## config.mk

```make
export PLATFORM = sky130hd
export DESIGN_NAME = dma_ctrl_regs
export DESIGN_NICKNAME = d
export VERILOG_FILES = /design/src/rtl/dma_regs_pkg.sv /design/src/rtl/dma_irq_unit.sv /design/src/rtl/dma_id_tracker.sv /design/src/rtl/dma_ctrl_regs.sv
export SDC_FILE = /design/constraint.sdc
export NUM_CORES = 1
export LEC_CHECK = 0
export ABC_AREA = 1
export BUFFER_PORTS_ARGS = -buffer_cell sky130_fd_sc_hd__buf_2
export CORE_MARGIN = 1
export CORE_UTILIZATION = 56
export CTS_CLUSTER_DIAMETER = 120
export CTS_CLUSTER_SIZE = 8
export DETAILED_ROUTE_END_ITERATION = 8
export PLACE_DENSITY = 0.95
export SYNTH_ARGS = -nofsm -noshare
export SYNTH_HDL_FRONTEND = slang
export SYNTH_SLANG_ARGS = --single-unit
```

## constraint.sdc

```tcl
create_clock -name clk_i -period 4 [get_ports clk_i]
set_clock_uncertainty 0.15 [all_clocks]
set_input_delay 0.4 -clock clk_i [delete_from_list [all_inputs] [get_ports clk_i]]
set_output_delay 0.4 -clock clk_i [all_outputs]
set_load 0.02 [all_outputs]
```

## src/rtl/dma_regs_pkg.sv

```systemverilog
package dma_regs_pkg;
  localparam int ADDR_W = 5;
  localparam int DATA_W = 32;
  localparam int IRQ_N  = 2;
  localparam int IRQ_QUEUED = 0;
  localparam int IRQ_DONE   = 1;
  localparam logic [DATA_W-1:0] IDENT_VAL = 32'h444D_4143;

  typedef enum logic [ADDR_W-1:0] {
    A_IDENT   = 5'h00,
    A_VERSION = 5'h01,
    A_SCRATCH = 5'h02,
    A_MASK    = 5'h04,
    A_PEND    = 5'h05,
    A_SRC     = 5'h06,
    A_CTRL    = 5'h08,
    A_NEXT_ID = 5'h09,
    A_SUBMIT  = 5'h0A,
    A_FLAGS   = 5'h0B,
    A_DONE    = 5'h0C,
    A_ACTIVE  = 5'h0D
  } reg_addr_e;
endpackage

```

## src/rtl/dma_irq_unit.sv

```systemverilog
module dma_irq_unit #(
  parameter int N = 2
) (
  input  logic         clk_i,
  input  logic         rst_ni,
  input  logic [N-1:0] event_i,
  input  logic [N-1:0] mask_i,
  input  logic [N-1:0] clr_i,
  output logic [N-1:0] pend_o,
  output logic [N-1:0] src_o
);
  for (genvar i = 0; i < N; i++) begin : g_bit
    logic pend_q, src_q;
    // a new event wins over a clear in the same cycle
    always_ff @(posedge clk_i or negedge rst_ni) begin
      if (!rst_ni) begin
        pend_q <= 1'b0;
        src_q  <= 1'b0;
      end else begin
        if (event_i[i]) begin
          src_q <= 1'b1;
          if (!mask_i[i]) pend_q <= 1'b1;
          else if (clr_i[i]) pend_q <= 1'b0;
        end else if (clr_i[i]) begin
          src_q  <= 1'b0;
          pend_q <= 1'b0;
        end
      end
    end
    assign pend_o[i] = pend_q;
    assign src_o[i]  = src_q;
  end
endmodule

```

## src/rtl/dma_id_tracker.sv

```systemverilog
module dma_id_tracker #(
  parameter int ID_W = 2
) (
  input  logic                 clk_i,
  input  logic                 rst_ni,
  input  logic                 queue_i,
  input  logic                 queue_cyc_i,
  input  logic                 retire_i,
  input  logic [ID_W-1:0]      retire_id_i,
  output logic [ID_W-1:0]      next_id_o,
  output logic [ID_W-1:0]      active_id_o,
  output logic                 full_o,
  output logic                 empty_o,
  output logic                 retire_cyc_o,
  output logic [(1<<ID_W)-1:0] done_o
);
  localparam int NUM_IDS = 1 << ID_W;
  localparam int CNT_W   = ID_W + 1;

  logic [ID_W-1:0]    head_q, tail_q;
  logic [CNT_W-1:0]   cnt_q;
  logic [NUM_IDS-1:0] done_q, cyc_q;

  assign full_o  = (cnt_q == CNT_W'(NUM_IDS));
  assign empty_o = (cnt_q == '0);

  always_ff @(posedge clk_i or negedge rst_ni) begin
    if (!rst_ni) begin
      head_q <= '0;
      tail_q <= '0;
      cnt_q  <= '0;
    end else begin
      if (queue_i) head_q <= head_q + 1'b1;
      if (retire_i) tail_q <= tail_q + 1'b1;
      case ({queue_i, retire_i})
        2'b10:   cnt_q <= cnt_q + 1'b1;
        2'b01:   cnt_q <= cnt_q - 1'b1;
        default: cnt_q <= cnt_q;
      endcase
    end
  end

  for (genvar i = 0; i < NUM_IDS; i++) begin : g_id
    always_ff @(posedge clk_i or negedge rst_ni) begin
      if (!rst_ni) begin
        done_q[i] <= 1'b0;
        cyc_q[i]  <= 1'b0;
      end else if (queue_i && head_q == ID_W'(i)) begin
        done_q[i] <= 1'b0;
        cyc_q[i]  <= queue_cyc_i;
      end else if (retire_i && retire_id_i == ID_W'(i)) begin
        done_q[i] <= 1'b1;
      end
    end
  end

  assign next_id_o    = head_q;
  assign active_id_o  = empty_o ? head_q : tail_q;
  assign retire_cyc_o = cyc_q[retire_id_i];
  assign done_o       = done_q;
endmodule

```

## src/rtl/dma_ctrl_regs.sv

```systemverilog
module dma_ctrl_regs
  import dma_regs_pkg::*;
#(
  parameter int ID_W      = 2,
  parameter int VER_MAJOR = 4,
  parameter int VER_MINOR = 2,
  parameter int VER_PATCH = 'h61
) (
  input  logic              clk_i,
  input  logic              rst_ni,
  input  logic              req_i,
  input  logic              we_i,
  input  logic [ADDR_W-1:0] addr_i,
  input  logic [DATA_W-1:0] wdata_i,
  output logic [DATA_W-1:0] rdata_o,
  output logic              ctrl_enable_o,
  output logic              ctrl_pause_o,
  output logic              desc_valid_o,
  input  logic              desc_ready_i,
  output logic [ID_W-1:0]   desc_id_o,
  output logic              desc_cyclic_o,
  output logic              desc_last_o,
  input  logic              cpl_valid_i,
  input  logic [ID_W-1:0]   cpl_id_i,
  output logic              irq_o
);
  localparam int NUM_IDS = 1 << ID_W;

  logic              wr;
  logic [DATA_W-1:0] scratch_q;
  logic [IRQ_N-1:0]  mask_q, pend, src, irq_evt, irq_clr;
  logic              enable_q, pause_q, cyclic_q, last_q, submit_q;
  logic              hs, retire, retire_cyc, full, empty;
  logic [ID_W-1:0]   next_id, active_id;
  logic [NUM_IDS-1:0] done;

  assign wr = req_i & we_i;

  always_ff @(posedge clk_i or negedge rst_ni) begin
    if (!rst_ni) begin
      scratch_q <= '0;
      mask_q    <= '1;
      enable_q  <= 1'b0;
      pause_q   <= 1'b0;
      cyclic_q  <= 1'b0;
      last_q    <= 1'b1;
    end else if (wr) begin
      case (addr_i)
        A_SCRATCH: scratch_q <= wdata_i;
        A_MASK:    mask_q    <= wdata_i[IRQ_N-1:0];
        A_CTRL:    {pause_q, enable_q} <= wdata_i[1:0];
        A_FLAGS:   {last_q, cyclic_q}  <= wdata_i[1:0];
        default: ;
      endcase
    end
  end

  // submit handshake: set by software, cleared on accept or disable
  always_ff @(posedge clk_i or negedge rst_ni) begin
    if (!rst_ni) submit_q <= 1'b0;
    else if (!enable_q) submit_q <= 1'b0;
    else if (wr && addr_i == A_SUBMIT && wdata_i[0]) submit_q <= 1'b1;
    else if (hs) submit_q <= 1'b0;
  end

  assign desc_valid_o = submit_q & enable_q & ~full;
  assign hs           = desc_valid_o & desc_ready_i;
  assign retire       = cpl_valid_i & ~empty;

  dma_id_tracker #(.ID_W(ID_W)) u_ids (
    .clk_i        (clk_i),
    .rst_ni       (rst_ni),
    .queue_i      (hs),
    .queue_cyc_i  (cyclic_q),
    .retire_i     (retire),
    .retire_id_i  (cpl_id_i),
    .next_id_o    (next_id),
    .active_id_o  (active_id),
    .full_o       (full),
    .empty_o      (empty),
    .retire_cyc_o (retire_cyc),
    .done_o       (done)
  );

  always_comb begin
    irq_evt = '0;
    irq_evt[IRQ_QUEUED] = hs;
    irq_evt[IRQ_DONE]   = retire & ~retire_cyc;
  end
  assign irq_clr = (wr && addr_i == A_PEND) ? wdata_i[IRQ_N-1:0] : '0;

  dma_irq_unit #(.N(IRQ_N)) u_irq (
    .clk_i   (clk_i),
    .rst_ni  (rst_ni),
    .event_i (irq_evt),
    .mask_i  (mask_q),
    .clr_i   (irq_clr),
    .pend_o  (pend),
    .src_o   (src)
  );

  always_comb begin
    rdata_o = '0;
    case (addr_i)
      A_IDENT:   rdata_o = IDENT_VAL;
      A_VERSION: rdata_o = {16'(VER_MAJOR), 8'(VER_MINOR), 8'(VER_PATCH)};
      A_SCRATCH: rdata_o = scratch_q;
      A_MASK:    rdata_o[IRQ_N-1:0] = mask_q;
      A_PEND:    rdata_o[IRQ_N-1:0] = pend;
      A_SRC:     rdata_o[IRQ_N-1:0] = src;
      A_CTRL:    rdata_o[1:0] = {pause_q, enable_q};
      A_NEXT_ID: rdata_o[ID_W-1:0] = next_id;
      A_SUBMIT:  rdata_o[0] = submit_q;
      A_FLAGS:   rdata_o[1:0] = {last_q, cyclic_q};
      A_DONE:    rdata_o[NUM_IDS-1:0] = done;
      A_ACTIVE:  rdata_o[ID_W-1:0] = active_id;
      default:   rdata_o = '0;
    endcase
  end

  assign ctrl_enable_o = enable_q;
  assign ctrl_pause_o  = pause_q;
  assign desc_id_o     = next_id;
  assign desc_cyclic_o = cyclic_q;
  assign desc_last_o   = last_q;
  assign irq_o         = |pend;
endmodule

```

==> flow_summary_export.csv, run 1 <==
group,metric,value,unit
outcome,status,"complete, no violations",
run,drv_cap,0,
finish,finalNetCount,516,
global_routing,grt_pass1_vias,2518,
timing,slew_viol_final,0,
logic_synthesis,synth_top_area_cell,"dfrtp_1",
critical_path,worstSetupPathType,"in -> out",
logic_synthesis,synthTopCellsByCount,"nand2_1 (110), dfrtp_1 (55), nor2_1 (54), inv_1 (45), nand3_1 (28)",
timing,hold_viol,0,
drt,wl,6791,µm
clocking,cts_tree,"built",
drt,wire_per_inst,12.58,µm
clocking,cts.path.max_buffers,2,
logic_synthesis,async_flop_share,100.0,%
logic_synthesis,synth_flop_cell,"dfrtp_1",
clocking,post-cts-setup-buffers,0,
logic_synthesis,synth_most_common_cell,"nand2_1",
power,peakVddDrop,0.2799,mV
critical_path,crit_path_start_kind,"input port",
logic_synthesis,synth_area,2972,µm²
finish,fillers,387,
place,dp_cells,524,
die,die_w,74.85,µm
critical_path,crit_fanout,30,
min_path,min_path_type,"in -> async",
timing,relSlewSlack,54.16,%
power,pwr_density_cell,424.0,nW/µm²
global_routing,grt_pass1_wl,10720,µm
critical_path,setup.worst_path.end_class,"primary output",
clocking,cts_resized,0,
timing,min_period_over_period,62.08,%
power,power,1.516,mW
die,coreArea,5107,µm²
die,die_h,74.85,µm
die,dieArea,5602,µm²
drt,first_iter_violations,226,
power,leakage,2.083,nW
clocking,cts_sinks,58,
drt,postRouteAntennaNets,0,
drt,drtPass1Iterations,4,
logic_synthesis,synth-seq-cells,58,
timing,fin_tns_setup,0,ps
critical_path,worstPathRequired,3450,ps
place,port_buffers,84,
drt,drc_errors,0,
clocking,hold_buffers,0,
finish,instances_no_fill,540,
clocking,insertion_delay,330,ps
global_routing,grt_max_degree,59,
global_routing,antenna_found_initial,0,
drt,vias_per_cell,5.037,
clocking,htree_levels,3,
die,initial_core_util,58.18,%
logic_synthesis,synth-warning-count,0,
logic_synthesis,synth_top_area_share,46.32,%
logic_synthesis,postSynthCellCount,379,
timing,timing.fmax,402.7,MHz
finish,area_delta_synth_final,20.29,%
die,ios,85,
logic_synthesis,yosysSeqAreaShare,48.97,%
critical_path,crit_arrival,1930,ps
clocking,cts_buffers,9,
logic_synthesis,synth_edf_count,0,
finish,drive_above_1_share,24.47,%
clocking,cts_root_buffer,"clkbuf_8",
die,num_rows,26,
timing,setup_viol,0,
logic_synthesis,yosys.cell_types.count,27,
drt,via_count,2720,
logic_synthesis,synthTopCellsByArea,"dfrtp_1 (46%), nand2_1 (14%), nor2_1 (6.8%), inv_1 (5.7%), nand3_1 (4.7%)",
place,dp_hpwl,5062,µm
place,place_congestion,0.9590,
logic_synthesis,syn-num-nets,430,
finish,antennaDiodeCount,0,
global_routing,track_usage,26.14,%
timing,period_minus_slack,2483,ps
clocking,path_clk_slew,60,ps
global_routing,grt_overflow,0,
timing,tightest_slew,687.5,ps
timing,rsz0062_at_grt,"no",
logic_synthesis,syn-mean-instance-area,7.841,µm²
power breakdown:
group / total (mW) / internal [mW] / switching (mW)
Sequential: 0.724 / 0.673 / 0.0510
Combinational: 0.289 / 0.102 / 0.187
Clock: 0.503 / 0.283 / 0.220
Total: 1.52 / 1.06 / 0.458
per-stage QoR:
| stage | setup slack [ps] | hold slack, ps | area (µm²) | util [%] |
|---|---|---|---|---|
| 5_1_grt | 1323 | 109.7 | 3575 | 69.99 |
| 6_report | 1517 | 59.45 | 3575 | 69.99 |
| 3_3_place_gp | 1628 | 303.3 | 3390 | 66.36 |
| 2_1_floorplan | 1857 | -45.59 | 2972 | - |
| 3_5_place_dp | 1528 | 308.7 | 3390 | 66.36 |
| 4_1_cts | 1521 | 75.73 | 3575 | 69.99 |
state kept, by name (all words and copies together) (netlist names):
signal	count
ctrl_enable_o	1
ctrl_pause_o	1
desc_cyclic_o	1
desc_last_o	1
mask_q	2
scratch_q	32
submit_q	1
u_ids.cnt_q	3
u_ids.cyc_q	4
u_ids.done_o	4
u_ids.next_id_o	2
u_ids.tail_q	2
u_irq.g_bit.pend_q	2
u_irq.g_bit.src_q	2
metal layers:
metal | vias to the layer above | share of wire, % | track usage [%] | wire length (µm)
met2 | 109 | 51 | 46.05 | 3479
met5 | - | 0 | 0 | 0
met4 | 0 | 2.1 | 13.00 | 142
li1 | 1355 | - | - | -
met1 | 1240 | 41 | 30.43 | 2780
met3 | 16 | 5.7 | 5.221 | 388
cell type report:
type	instances	area (µm²)	area share (%)
Clock buffer	10	127.6	3.570
Clock inverter	6	57.56	1.610
Inverter	48	180.2	5.040
Multi-Input combinational cell	263	1239	34.65
Sequential cell	58	1455	40.71
Tap cell	70	87.58	2.450
Timing Repair Buffer	85	427.9	11.97
cells by family (layout without fill, tap and decap cells):
kind of cell	after synthesis	count (layout)	share of synthesized area (%)
AOI/OAI and AO/OA	44	44	7.663
and+or+nand+nor	209	209	30.06
xor gates and xnor gates	4	4	1.179
DFF	58	58	48.97
buffers and inverters	58	149	9.347
adders and majority gates	6	6	2.779
placed cells by master, fill, tap and decap left out, types with 4 or more instances in the layout:
cell type,Yosys,layout
clkinv_2,0,4
nand2_1,110,110
inv_1,45,45
o21ai_1,6,6
a21oi_1,19,19
clkbuf_8,0,9
dfrtp_1,55,55
buf_2,3,84
nor2_1,54,54
nor3_1,6,6
o21ai_0,17,17
ha_1,5,5
nand3_1,28,28
final timing paths:
kind,startpoint,to,slack [ps],cells past startpoint
setup / recovery,addr_i[0],rdata_o[15],1520,7
max in group asynchronous,rst_ni,scratch_q[5],3190,2
setup reg to reg,u_ids.cnt_q[1],u_ids.cnt_q[2],1600,9
hold / removal,rst_ni,scratch_q[24],60,2
min in group clk_i,wdata_i[26],scratch_q[26],160,3
hold reg to reg,scratch_q[26],scratch_q[26],320,2
worst max-delay path: stages:
cell,delay (ps)
buf_2,120
inv_1,130
nand3b_4,110
nor2_4,530
inv_2,290
nor2_1,160
buf_2,180
No activity file was read; power rests on OpenSTA's default activity.
==> run 2, diff against run 1 <==
--- a/config.mk
+++ b/config.mk
@@ -8,11 +8,11 @@
 export ABC_AREA = 1
 export BUFFER_PORTS_ARGS = -buffer_cell sky130_fd_sc_hd__buf_2
 export CORE_MARGIN = 1
-export CORE_UTILIZATION = 56
+export CORE_UTILIZATION = 52
 export CTS_CLUSTER_DIAMETER = 120
 export CTS_CLUSTER_SIZE = 8
 export DETAILED_ROUTE_END_ITERATION = 8
-export PLACE_DENSITY = 0.95
+export PLACE_DENSITY = 0.9
 export SYNTH_ARGS = -nofsm -noshare
 export SYNTH_HDL_FRONTEND = slang
 export SYNTH_SLANG_ARGS = --single-unit
==> constraint.sdc (replaced) <==
create_clock -name clk_i -period 2.4 [get_ports clk_i]
set_clock_uncertainty 0.15 [all_clocks]
set_input_delay 0.24 -clock clk_i [delete_from_list [all_inputs] [get_ports clk_i]]
set_output_delay 0.24 -clock clk_i [all_outputs]
set_load 0.02 [all_outputs]
==> flow_summary_export.csv, run 2 (synthesized netlist as in run 1, its figures left out) <==
group,metric,value,unit
global_routing,antenna_found_initial,0,
finish,drive_above_1_share,24.69,%
clocking,path_clk_slew,70,ps
finish,final_common_cell,"nand2_1",
place,dp_cells,528,
finish,largest-register,"scratch_q",
timing,setup_viol,0,
global_routing,grt_overflow,0,
timing,hold_viol,0,
global_routing,grt_pass1_vias,2610,
power,power,2.628,mW
clocking,cts_root_buffer,"clkbuf_8",
outcome,status,"complete, no violations",
drt,first_iter_violations,160,
clocking,post-cts-setup-buffers,0,
place,port_buffers,84,
critical_path,worstPathRequired,2490,ps
clocking,cts_tree,"built",
die,coreArea,5507,µm²
finish,largest_register_ffs,32,
finish,instances_no_fill,550,
place,place_congestion,0.9691,
drt,top_layer_used,"met4",
die,die_w,77.60,µm
critical_path,cp_num_cells,8,
drt,met1Wirelength,2968,µm
clocking,cts.path.max_buffers,2,
drt,postRouteAntennaNets,0,
timing,slew_viol_final,0,
drt,wl,7011,µm
min_path,min_path_type,"in -> reg",
finish,final_cell_mix,"nand2_1 (109), buf_2 (84), dfrtp_1 (55)",
timing,period_minus_slack,2229,ps
power,leakage,2.139,nW
critical_path,worstSetupPathType,"reg -> reg",
critical_path,crit_family,"adder cells",
critical_path,crit_path_start_kind,"flop",
critical_path,cp_common_cell,"inv_1",
drt,via_count,2746,
finish,fillers,434,
drt,met3_length,349,µm
critical_path,critPathMaxStageDelay,420,ps
drt,drc_errors,0,
timing,fin_tns_setup,0,ps
die,num_rows,27,
clocking,htree_levels,3,
timing,min_period_over_period,92.89,%
run,drv_cap,0,
timing,fin_ws,170.7,ps
die,ios,85,
critical_path,cp_num_buf_inv,2,
clocking,insertion_delay,330,ps
power,pwr_density_cell,710.1,nW/µm²
finish,antennaDiodeCount,0,
drt,vias_per_cell,4.993,
drt,drtPass1Iterations,4,
clocking,cts_buffers,9,
die,die_h,77.60,µm
drt,wl_met2,3414,µm
finish,multiInputGateArea,1246,µm²
drt,wire_per_inst,12.75,µm
finish,final_area,3701,µm²
critical_path,setup.worst_path.end_class,"flop",
timing,relSlewSlack,57.73,%
place,pre_cts_ws,179.5,ps
clocking,cts_sinks,58,
global_routing,grt_pass1_wl,11410,µm
finish,finalNetCount,525,
critical_path,crit_arrival,2320,ps
critical_path,cp_slowest_cell,"dfrtp_1",
finish,area_delta_synth_final,24.55,%
timing,rsz0062_at_grt,"no",
place,placed_area,3420,µm²
die,initial_core_util,53.97,%
place,dp_hpwl,4946,µm
die,dieArea,6021,µm²
finish,final-seq-area,1455,µm²
critical_path,crit_fanout,6,
critical_path,reg2reg_depth,8,
power,peakVddDrop,0.4754,mV
critical_path,crit_path_cell_trace,"nor2_1 -> nand2_1 -> nand2_2 -> inv_1 -> ha_1 -> inv_1 -> fa_1 -> o21ai_0",
min_path,holdPathStages,3,
global_routing,track_usage,24.78,%
timing,timing.fmax,448.6,MHz
global_routing,grt_max_degree,52,
timing,tightest_slew,634.1,ps
run 2: final timing paths:
path                                 from        endpoint  slack [ps]
max                        u_ids.cnt_q[1]  u_ids.cnt_q[1]         170
min                           wdata_i[16]   scratch_q[16]           6
max reg2reg                u_ids.cnt_q[1]  u_ids.cnt_q[1]         170
min reg2reg                 scratch_q[22]   scratch_q[22]         320
max in group asynchronous          rst_ni       mask_q[0]        1140
min in group asynchronous          rst_ni   scratch_q[16]         320
run 2: timing repair:
item                       CTS  global route
gates resized for setup      0             2
setup endpoints to repair    0             2
hold buffers                 7             0
hold endpoints to repair    34             0
run 2: worst reg2reg max path, stage by stage, from the launching register on:
cell and delay (ps):
dfrtp_1 420, nor2_1 240, nand2_1 160, nand2_2 150, inv_1 100, ha_1 200
inv_1 110, fa_1 430, o21ai_0 190
run 2: through the flow:
step	util [%]	hold WS [ps]
after floorplan	-	-205.6
after global placement	62.10	147.1
after detailed placement	62.10	145.2
after CTS	67.08	0.8654
after global routing	67.21	7.797
final	67.21	5.792
run 2: final cells by class:
type / instances / share of cell area, %
Sequential cell: 58 / 39.32
Multi-Input combinational cell: 263 / 33.67
Timing Repair Buffer: 94 / 14.20
Inverter: 48 / 4.868
Clock buffer: 13 / 4.564
Tap cell: 72 / 2.434
Clock inverter: 2 / 0.9466
run 2: routing by layer:
| metal | vias up | track usage (%) |
|---|---|---|
| met5 | - | 0 |
| met4 | 0 | 15.85 |
| met3 | 26 | 3.882 |
| met2 | 118 | 41.06 |
| met1 | 1232 | 30.09 |
| li1 | 1370 | - |
run 2: report_power, final:
group	switching, mW	internal [mW]	total (mW)
clock network	0.354	0.557	0.912
logic	0.329	0.182	0.511
registers	0.0845	1.12	1.21
